--- src/rtl/ulp_pkg.sv ---
package ulp_pkg;
    localparam int BYTE_W    = 8;
    localparam int VCI_SEL_W = 5;
    // header byte index that carries the VCI low nibble; the decision is taken there
    localparam int DECIDE_AT = 3;

    typedef struct packed {
        logic              valid;
        logic              soc;
        logic [BYTE_W-1:0] data;
    } beat_t;

    typedef enum logic [1:0] {
        TX_IDLE = 2'd0,
        TX_ATM  = 2'd1,
        TX_LOOP = 2'd2
    } tx_state_e;
endpackage

--- src/rtl/ulp_rx_tap.sv ---
module ulp_rx_tap
    import ulp_pkg::*;
#(
    parameter int CELL_BYTES = 53
) (
    input  logic                 clk,
    input  logic                 rst_n,
    input  logic                 cfg_loop_en,
    input  logic                 cfg_aal_mode,
    input  logic                 cfg_filt_en,
    input  logic [VCI_SEL_W-1:0] cfg_vci_match,
    input  logic                 cfg_hide,
    input  logic                 in_valid,
    input  logic                 in_soc,
    input  logic [BYTE_W-1:0]    in_data,
    input  logic                 room,
    output logic                 reserve,
    output logic                 out_valid,
    output logic                 out_soc,
    output logic [BYTE_W-1:0]    out_data,
    output logic                 wr_valid,
    output logic                 wr_soc,
    output logic [BYTE_W-1:0]    wr_data,
    output logic                 ovf
);
    localparam int PIPE  = DECIDE_AT + 1;
    localparam int IDX_W = $clog2(CELL_BYTES + 1);

    typedef struct packed {
        beat_t [PIPE-1:0] pipe;
        logic [IDX_W-1:0] idx;
        logic             loop;
        logic             hide;
        logic             ovf;
    } tap_st_t;

    tap_st_t st_q, st_d;
    logic [IDX_W-1:0]     idx_now;
    logic                 decide;
    logic                 want;
    logic [VCI_SEL_W-1:0] vci_low;

    always_comb begin
        st_d = st_q;
        st_d.pipe[0] = {in_valid, in_soc, in_data};
        for (int k = 1; k < PIPE; k++) begin
            st_d.pipe[k] = st_q.pipe[k-1];
        end
        idx_now = in_soc ? '0 : st_q.idx;
        if (in_valid) begin
            st_d.idx = IDX_W'(idx_now + 1'b1);
        end
        decide  = in_valid && (idx_now == IDX_W'(DECIDE_AT));
        vci_low = {st_q.pipe[0].data[0], in_data[7:4]};
        want    = cfg_loop_en &&
                  (!cfg_aal_mode || !cfg_filt_en || (vci_low == cfg_vci_match));
        reserve = decide && want && room;
        if (decide) begin
            st_d.loop = want && room;
            st_d.hide = want && room && cfg_aal_mode && cfg_hide;
            if (want && !room) begin
                st_d.ovf = 1'b1;
            end
        end
    end

    always_ff @(posedge clk) begin
        if (!rst_n) begin
            st_q <= '0;
        end else begin
            st_q <= st_d;
        end
    end

    assign out_valid = st_q.pipe[PIPE-1].valid && !st_q.hide;
    assign out_soc   = st_q.pipe[PIPE-1].soc;
    assign out_data  = st_q.pipe[PIPE-1].data;
    assign wr_valid  = st_q.pipe[PIPE-1].valid && st_q.loop;
    assign wr_soc    = st_q.pipe[PIPE-1].soc;
    assign wr_data   = st_q.pipe[PIPE-1].data;
    assign ovf       = st_q.ovf;

    // whole-port mode never hides a cell
    assert_atm_visible_R4: assert property (@(posedge clk) disable iff (!rst_n)
        (!cfg_aal_mode && st_q.pipe[PIPE-1].valid) |-> out_valid);

    // nothing reaches the buffer while looping is off
    assert_disabled_no_write_R2: assert property (@(posedge clk) disable iff (!rst_n)
        !cfg_loop_en |-> !wr_valid);

    // once the sticky flag is up it stays up
    assert_ovf_sticky_R8: assert property (@(posedge clk) disable iff (!rst_n)
        st_q.ovf |=> st_q.ovf);
endmodule

--- src/rtl/ulp_cell_buf.sv ---
module ulp_cell_buf
    import ulp_pkg::*;
#(
    parameter int CELL_BYTES = 53,
    parameter int DEPTH      = 4
) (
    input  logic              clk,
    input  logic              rst_n,
    input  logic              reserve,
    input  logic              wr_valid,
    input  logic              wr_soc,
    input  logic [BYTE_W-1:0] wr_data,
    input  logic              rd_pop,
    output logic [BYTE_W-1:0] rd_data,
    output logic              rd_last,
    output logic              cell_ready,
    output logic              room,
    output logic              busy
);
    localparam int MEM_N  = DEPTH * CELL_BYTES;
    localparam int ADDR_W = $clog2(MEM_N);
    localparam int BYTE_I = $clog2(CELL_BYTES);
    localparam int PTR_W  = (DEPTH > 1) ? $clog2(DEPTH) : 1;
    localparam int CNT_W  = $clog2(DEPTH + 1);

    typedef struct packed {
        logic [PTR_W-1:0]  wr_cell;
        logic [BYTE_I-1:0] wr_byte;
        logic [PTR_W-1:0]  rd_cell;
        logic [BYTE_I-1:0] rd_byte;
        logic [CNT_W-1:0]  resv;
        logic [CNT_W-1:0]  ready;
    } buf_st_t;

    buf_st_t st_q, st_d;
    logic [BYTE_W-1:0] mem [MEM_N];
    logic [BYTE_I-1:0] wb_now;
    logic [ADDR_W-1:0] wr_addr;
    logic [ADDR_W-1:0] rd_addr;
    logic              wr_done;
    logic              rd_free;

    function automatic logic [PTR_W-1:0] bump(input logic [PTR_W-1:0] p);
        return (p == PTR_W'(DEPTH - 1)) ? '0 : PTR_W'(p + 1'b1);
    endfunction

    always_comb begin
        st_d    = st_q;
        wb_now  = wr_soc ? '0 : st_q.wr_byte;
        wr_addr = ADDR_W'(st_q.wr_cell) * ADDR_W'(CELL_BYTES) + ADDR_W'(wb_now);
        rd_addr = ADDR_W'(st_q.rd_cell) * ADDR_W'(CELL_BYTES) + ADDR_W'(st_q.rd_byte);
        rd_last = (st_q.rd_byte == BYTE_I'(CELL_BYTES - 1));
        wr_done = wr_valid && (wb_now == BYTE_I'(CELL_BYTES - 1));
        rd_free = rd_pop && rd_last;
        if (wr_valid) begin
            st_d.wr_byte = BYTE_I'(wb_now + 1'b1);
            if (wr_done) begin
                st_d.wr_cell = bump(st_q.wr_cell);
            end
        end
        if (rd_pop) begin
            if (rd_last) begin
                st_d.rd_byte = '0;
                st_d.rd_cell = bump(st_q.rd_cell);
            end else begin
                st_d.rd_byte = BYTE_I'(st_q.rd_byte + 1'b1);
            end
        end
        st_d.resv  = CNT_W'(st_q.resv + CNT_W'(reserve) - CNT_W'(rd_free));
        st_d.ready = CNT_W'(st_q.ready + CNT_W'(wr_done) - CNT_W'(rd_free));
    end

    always_ff @(posedge clk) begin
        if (!rst_n) begin
            st_q <= '0;
        end else begin
            st_q <= st_d;
        end
    end

    always_ff @(posedge clk) begin
        if (wr_valid) begin
            mem[wr_addr] <= wr_data;
        end
    end

    assign rd_data    = mem[rd_addr];
    assign cell_ready = (st_q.ready != '0);
    assign room       = (st_q.resv < CNT_W'(DEPTH));
    assign busy       = (st_q.resv != '0);

    assert_no_overflow_R8: assert property (@(posedge clk) disable iff (!rst_n)
        st_q.resv <= CNT_W'(DEPTH));

    assert_ready_within_resv_R8: assert property (@(posedge clk) disable iff (!rst_n)
        st_q.ready <= st_q.resv);

    // the transmit side only reads a cell that has been stored completely
    assert_pop_has_cell_R10: assert property (@(posedge clk) disable iff (!rst_n)
        rd_pop |-> cell_ready);
endmodule

--- src/rtl/ulp_tx_mux.sv ---
module ulp_tx_mux
    import ulp_pkg::*;
#(
    parameter int CELL_BYTES = 53
) (
    input  logic              clk,
    input  logic              rst_n,
    input  logic              atm_valid,
    input  logic              atm_soc,
    input  logic [BYTE_W-1:0] atm_data,
    input  logic              cell_ready,
    input  logic [BYTE_W-1:0] rd_data,
    input  logic              rd_last,
    output logic              rd_pop,
    output logic              tx_valid,
    output logic              tx_soc,
    output logic [BYTE_W-1:0] tx_data
);
    localparam int CNT_W = $clog2(CELL_BYTES);

    typedef struct packed {
        tx_state_e        state;
        logic [CNT_W-1:0] cnt;
        beat_t            tx;
    } mux_st_t;

    mux_st_t st_q, st_d;

    always_comb begin
        st_d    = st_q;
        st_d.tx = '0;
        rd_pop  = 1'b0;
        unique case (st_q.state)
            TX_IDLE: begin
                if (cell_ready) begin
                    rd_pop     = 1'b1;
                    st_d.tx    = {1'b1, 1'b1, rd_data};
                    st_d.state = TX_LOOP;
                end else if (atm_valid && atm_soc) begin
                    st_d.tx    = {1'b1, 1'b1, atm_data};
                    st_d.cnt   = CNT_W'(1);
                    st_d.state = TX_ATM;
                end
            end
            TX_ATM: begin
                if (atm_valid) begin
                    st_d.tx  = {1'b1, 1'b0, atm_data};
                    st_d.cnt = CNT_W'(st_q.cnt + 1'b1);
                    if (st_q.cnt == CNT_W'(CELL_BYTES - 1)) begin
                        st_d.state = TX_IDLE;
                    end
                end
            end
            TX_LOOP: begin
                rd_pop  = 1'b1;
                st_d.tx = {1'b1, 1'b0, rd_data};
                if (rd_last) begin
                    st_d.state = TX_IDLE;
                end
            end
            default: st_d.state = TX_IDLE;
        endcase
    end

    always_ff @(posedge clk) begin
        if (!rst_n) begin
            st_q <= '{state: TX_IDLE, cnt: '0, tx: '0};
        end else begin
            st_q <= st_d;
        end
    end

    assign tx_valid = st_q.tx.valid;
    assign tx_soc   = st_q.tx.soc;
    assign tx_data  = st_q.tx.data;

    // a looped cell is under way only while the buffer reports a stored cell
    assert_loop_backed_R10: assert property (@(posedge clk) disable iff (!rst_n)
        (st_q.state == TX_LOOP) |-> cell_ready);

    // input assumption: the ATM layer obeys the lowered cell-available flag
    assert_atm_holds_off_R9: assert property (@(posedge clk) disable iff (!rst_n)
        (st_q.state == TX_LOOP) |-> !(atm_valid && atm_soc));

    // a looped byte is followed by another output byte in the next cycle until the end
    assert_loop_contiguous_R10: assert property (@(posedge clk) disable iff (!rst_n)
        (st_q.state == TX_LOOP && !rd_last) |=> (tx_valid && !tx_soc));
endmodule

--- src/rtl/atm_upstream_loop.sv ---
module atm_upstream_loop
    import ulp_pkg::*;
#(
    parameter int CELL_BYTES = 53,
    parameter int DEPTH      = 4
) (
    input  logic                 clk,
    input  logic                 rst_n,
    input  logic                 cfg_loop_en,
    input  logic                 cfg_aal_mode,
    input  logic                 cfg_filt_en,
    input  logic [VCI_SEL_W-1:0] cfg_vci_match,
    input  logic                 cfg_hide,
    input  logic                 line_rx_valid,
    input  logic                 line_rx_soc,
    input  logic [BYTE_W-1:0]    line_rx_data,
    output logic                 rcv_valid,
    output logic                 rcv_soc,
    output logic [BYTE_W-1:0]    rcv_data,
    input  logic                 atm_tx_valid,
    input  logic                 atm_tx_soc,
    input  logic [BYTE_W-1:0]    atm_tx_data,
    output logic                 atm_tx_cav,
    output logic                 line_tx_valid,
    output logic                 line_tx_soc,
    output logic [BYTE_W-1:0]    line_tx_data,
    output logic                 loop_ovf
);
    logic              reserve;
    logic              room;
    logic              busy;
    logic              wr_valid;
    logic              wr_soc;
    logic [BYTE_W-1:0] wr_data;
    logic              rd_pop;
    logic [BYTE_W-1:0] rd_data;
    logic              rd_last;
    logic              cell_ready;

    ulp_rx_tap #(.CELL_BYTES(CELL_BYTES)) tap_i (
        .clk           (clk),
        .rst_n         (rst_n),
        .cfg_loop_en   (cfg_loop_en),
        .cfg_aal_mode  (cfg_aal_mode),
        .cfg_filt_en   (cfg_filt_en),
        .cfg_vci_match (cfg_vci_match),
        .cfg_hide      (cfg_hide),
        .in_valid      (line_rx_valid),
        .in_soc        (line_rx_soc),
        .in_data       (line_rx_data),
        .room          (room),
        .reserve       (reserve),
        .out_valid     (rcv_valid),
        .out_soc       (rcv_soc),
        .out_data      (rcv_data),
        .wr_valid      (wr_valid),
        .wr_soc        (wr_soc),
        .wr_data       (wr_data),
        .ovf           (loop_ovf)
    );

    ulp_cell_buf #(.CELL_BYTES(CELL_BYTES), .DEPTH(DEPTH)) buf_i (
        .clk        (clk),
        .rst_n      (rst_n),
        .reserve    (reserve),
        .wr_valid   (wr_valid),
        .wr_soc     (wr_soc),
        .wr_data    (wr_data),
        .rd_pop     (rd_pop),
        .rd_data    (rd_data),
        .rd_last    (rd_last),
        .cell_ready (cell_ready),
        .room       (room),
        .busy       (busy)
    );

    ulp_tx_mux #(.CELL_BYTES(CELL_BYTES)) mux_i (
        .clk        (clk),
        .rst_n      (rst_n),
        .atm_valid  (atm_tx_valid),
        .atm_soc    (atm_tx_soc),
        .atm_data   (atm_tx_data),
        .cell_ready (cell_ready),
        .rd_data    (rd_data),
        .rd_last    (rd_last),
        .rd_pop     (rd_pop),
        .tx_valid   (line_tx_valid),
        .tx_soc     (line_tx_soc),
        .tx_data    (line_tx_data)
    );

    assign atm_tx_cav = !busy;

    // a stored cell never coexists with a raised cell-available flag
    assert_cav_low_when_ready_R9: assert property (@(posedge clk) disable iff (!rst_n)
        cell_ready |-> !atm_tx_cav);
endmodule

--- config.mk ---
export PLATFORM = sky130hd
export DESIGN_NAME = atm_upstream_loop
export DESIGN_NICKNAME = d
export VERILOG_FILES = /design/src/rtl/ulp_pkg.sv /design/src/rtl/ulp_rx_tap.sv /design/src/rtl/ulp_cell_buf.sv /design/src/rtl/ulp_tx_mux.sv /design/src/rtl/atm_upstream_loop.sv
export SDC_FILE = /design/constraint.sdc
export NUM_CORES = 2
export LEC_CHECK = 0
export BUFFER_PORTS_ARGS = -buffer_cell sky130_fd_sc_hd__buf_2
export CORE_AREA = 2 2 396 280
export CTS_BUF_LIST = sky130_fd_sc_hd__clkbuf_4 sky130_fd_sc_hd__clkbuf_8 sky130_fd_sc_hd__clkbuf_16
export CTS_CLUSTER_SIZE = 12
export DETAILED_ROUTE_END_ITERATION = 8
export DIE_AREA = 0 0 398 282
export GPL_TIMING_DRIVEN = 0
export PLACE_DENSITY_LB_ADDON = 0.25
export SYNTH_ARGS = -nofsm -noshare
export SYNTH_HDL_FRONTEND = slang
export SYNTH_SLANG_ARGS = --single-unit
--- constraint.sdc ---
create_clock -name clk -period 5.8 [get_ports clk]
set_clock_uncertainty 0.2 [all_clocks]
set_input_delay 0.58 -clock clk [delete_from_list [all_inputs] [get_ports clk]]
set_output_delay 0.58 -clock clk [all_outputs]
set_load 0.005 [all_outputs]
==> results.yml <==
sta:
  fin_crit_ns: 5.79
  tightest_slew_ns: 1.39
  timing_max_transition_violations_final: 0
  slew_headroom_pct: 7.04
  holdWs_ns: 0.0599
  hold_viol: 0
  min_period_over_period_pct: 99.8
  rsz0062_at_grt: "no"
  clock.fmax_mhz: 173
  setup_viol: 0
finish:
  final_cell_area_um2: 77800
  drive_gt1_share_pct: 25.4
  multiInputGateArea_um2: 16100
  num-fill-cells: 6035
  fin_nets: 3714
  regArea_um2: 52700
  syn_to_final_growth_pct: 11.1
clock_tree:
  cts_buffers: 170
  ctsHtreeMaxLevel: 4
  clkSlewWorstSetupHoldPaths_ns: 0.06
  clkSinkCount: 1785
  cts_buffer_depth: 3
  post_cts_buffers: 0
  ctsRootBufferMaster: "clkbuf_16"
  cts_tree: "yes"
  insertion_delay_ns: 0.81
setup_path:
  cp.required_ns: 6.21
  critPathKind: "reg2reg"
  start_kind: "flip-flop"
  arrival_ns: 6.20
  critPathBufInv: 3
  max_stage_delay_ns: 0.70
  crit_family: "compound AO/OA/AOI/OAI gates"
  critical_path.max_fanout: 10
  slowest_stage: "buf_1"
  cp-end-kind: "flip-flop"
  crit_chain: "ha_1, ha_1, inv_1, fa_1, xnor2_2, buf_2, buf_1, nand2_1, nand2_1, o2bb2ai_1, a2111oi_0, a22oi_1, a221oi_1"
global_route:
  grt_pass1_vias: 36543
  grt_antenna_before_repair: 9
  track_usage_pct: 34.3
  grt_max_degree: 112
  grt_pass1_wl_um: 267000
  overflow: 0
placed_design:
  dpl.hpwl_um: 120000
  place.gp.congestion: 1.04
  dpl-instance-area_um2: 72600
  io_buffers: 52
floorplanning:
  die_y_um: 282
  rows: 101
  ioPinCount: 53
  die_width_um: 398
  dieArea_um2: 112000
  initial_core_util_pct: 64.8
  core_um2: 108000
yosys:
  synthesis.nets: 3456
  synth_area_leader_cell: "edfxtp_1"
  synth.cell_area_um2: 70000
  yosys_warnings: 0
  synth.most_common_cell: "edfxtp_1"
  async_flop_share_pct: 0
  synth_top_area_share_pct: 72.7
  synth_cell_type_count: 58
  synth_seq_cells: 1785
  synth_common_cells: "edfxtp_1 (1696), mux4_2 (480), nor2_1 (256)"
  yosysSeqAreaShare_pct: 75.3
  synthCells: 3385
  ys.flop_type: "edfxtp_1"
  synth_edf_count: 1696
  avgSynthCellArea_um2: 20.7
  synth.area.top_cells: "edfxtp_1 (73%), mux4_2 (15%), dfxtp_1 (2.5%), nor2_1 (1.4%), nand2_1 (0.89%)"
drt:
  wl_per_cell_um: 36.3
  drtIter0Drc: 6663
  via_per_inst: 7.19
  ant_nets: 0
  post-route-drc-count: 0
  vias: 37085
  wirelength_um: 188000
  firstDrtPassIters: 8
power:
  cellLeakagePower_uw: 0.0240
  ir_drop_uv: 321
  p_per_area_nw_per_um2: 315
outcome:
  status: "completed"
run:
  drv_cap: 0
min_path:
  hp-class: "in2reg"
## cells by family after synthesis
logic type               Yosys count  share of synthesized area [%]
AO/OA/AOI/OAI                    182                           1.94
XOR/XNOR                          33                          0.423
adder cells (fa/ha/maj)           40                          0.779
buffers and inverters            226                           1.74
flip-flops                      1785                           75.3
multiplexers                     526                           16.1
AND/OR/NAND/NOR                  593                           3.72
## flip-flops by register name, summed over array words and instances, names as in the netlist
register / cells
buf_i.mem: 1696
buf_i.st_q: 22
mux_i.st_q: 8
mux_i.tx_data: 8
mux_i.tx_soc: 1
mux_i.tx_valid: 1
tap_i.out_data: 8
tap_i.out_soc: 1
tap_i.ovf: 1
tap_i.st_d: 30
tap_i.st_q: 9
## through the flow
stage | utilization (%) | setup slack (ns) | setup TNS [ns] | total power [uW] | instances
finish | 72.0 | 0.0110 | 0 | 24500 | 5161
floorplan | - | 1.76 | 0 | 14300 | 3385
global placement | 66.7 | -1.31 | -1577.00 | 14400 | 4879
CTS | 72.0 | 0.0890 | 0 | 24500 | 5158
detailed placement | 67.2 | -0.327 | -1.78 | 14400 | 4898
global route | 72.0 | 0.0282 | 0 | 25000 | 5158
## tightest hold or removal path, stage by stage
cell and delay, ns:
buf_2 0.09, a311oi_1 0.10, nand2b_1 0.13, a21oi_1 0.09
## path summary, 6_finish.rpt
check | from | endpoint | slack (ns) | cells past startpoint
hold / removal | cfg_aal_mode | tap_i.st_q[2] | 0.06 | 4
setup reg to reg | buf_i.st_q[12] | mux_i.tx_data[6] | 0.01 | 13
setup / recovery | buf_i.st_q[12] | mux_i.tx_data[6] | 0.01 | 13
hold reg to reg | tap_i.st_d[25] | tap_i.st_d[35] | 0.23 | 1
## what timing repair did
| action | in CTS | in global routing |
|---|---|---|
| gates cloned | 0 | 0 |
| hold buffers | 15 | 0 |
| endpoints found under the hold margin | 16 | 0 |
| setup endpoints to repair | 8 | 9 |
| resized for setup | 3 | 7 |
## where the power goes
group | switching [uW] | internal (uW) | total (uW) | leakage [uW]
logic | 104 | 44.8 | 148 | 0.00575
clock network | 4680 | 5720 | 10400 | 0.00249
registers | 19.6 | 14000 | 14000 | 0.0157
total | 4810 | 19700 | 24500 | 0.0240
## per-layer routing
layer / vias to the layer above / share of wire, % / GRT usage [%]
li1: 14324 / - / -
met1: 19185 / 37 / 50.4
met2: 3108 / 43 / 47.9
met3: 458 / 16 / 12.6
met4: 10 / 3.9 / 13.1
met5: - / 0.098 / 0
## layout make-up
type	count	share of cell area, %
flip-flops and latches	1785	67.8
multi-input cells	1374	20.7
clock buffers	226	6.12
well taps	1442	2.32
plain buffers	197	1.46
repair buffers	87	1.16
clock inverters	19	0.286
inverters	28	0.135
diodes	3	0.00965
## cells in the final DEF (no fill, tap or decap), drive strengths merged, types with 22 or more instances in the layout
master / n
a21oi: 27
a32oi: 22
and2: 64
buf: 178
clkbuf: 317
dfxtp: 89
edfxtp: 1696
ha: 34
inv: 33
mux2i: 32
mux4: 480
nand2: 166
nand3: 34
nor2: 256
(Power assumes the default switching activity.)
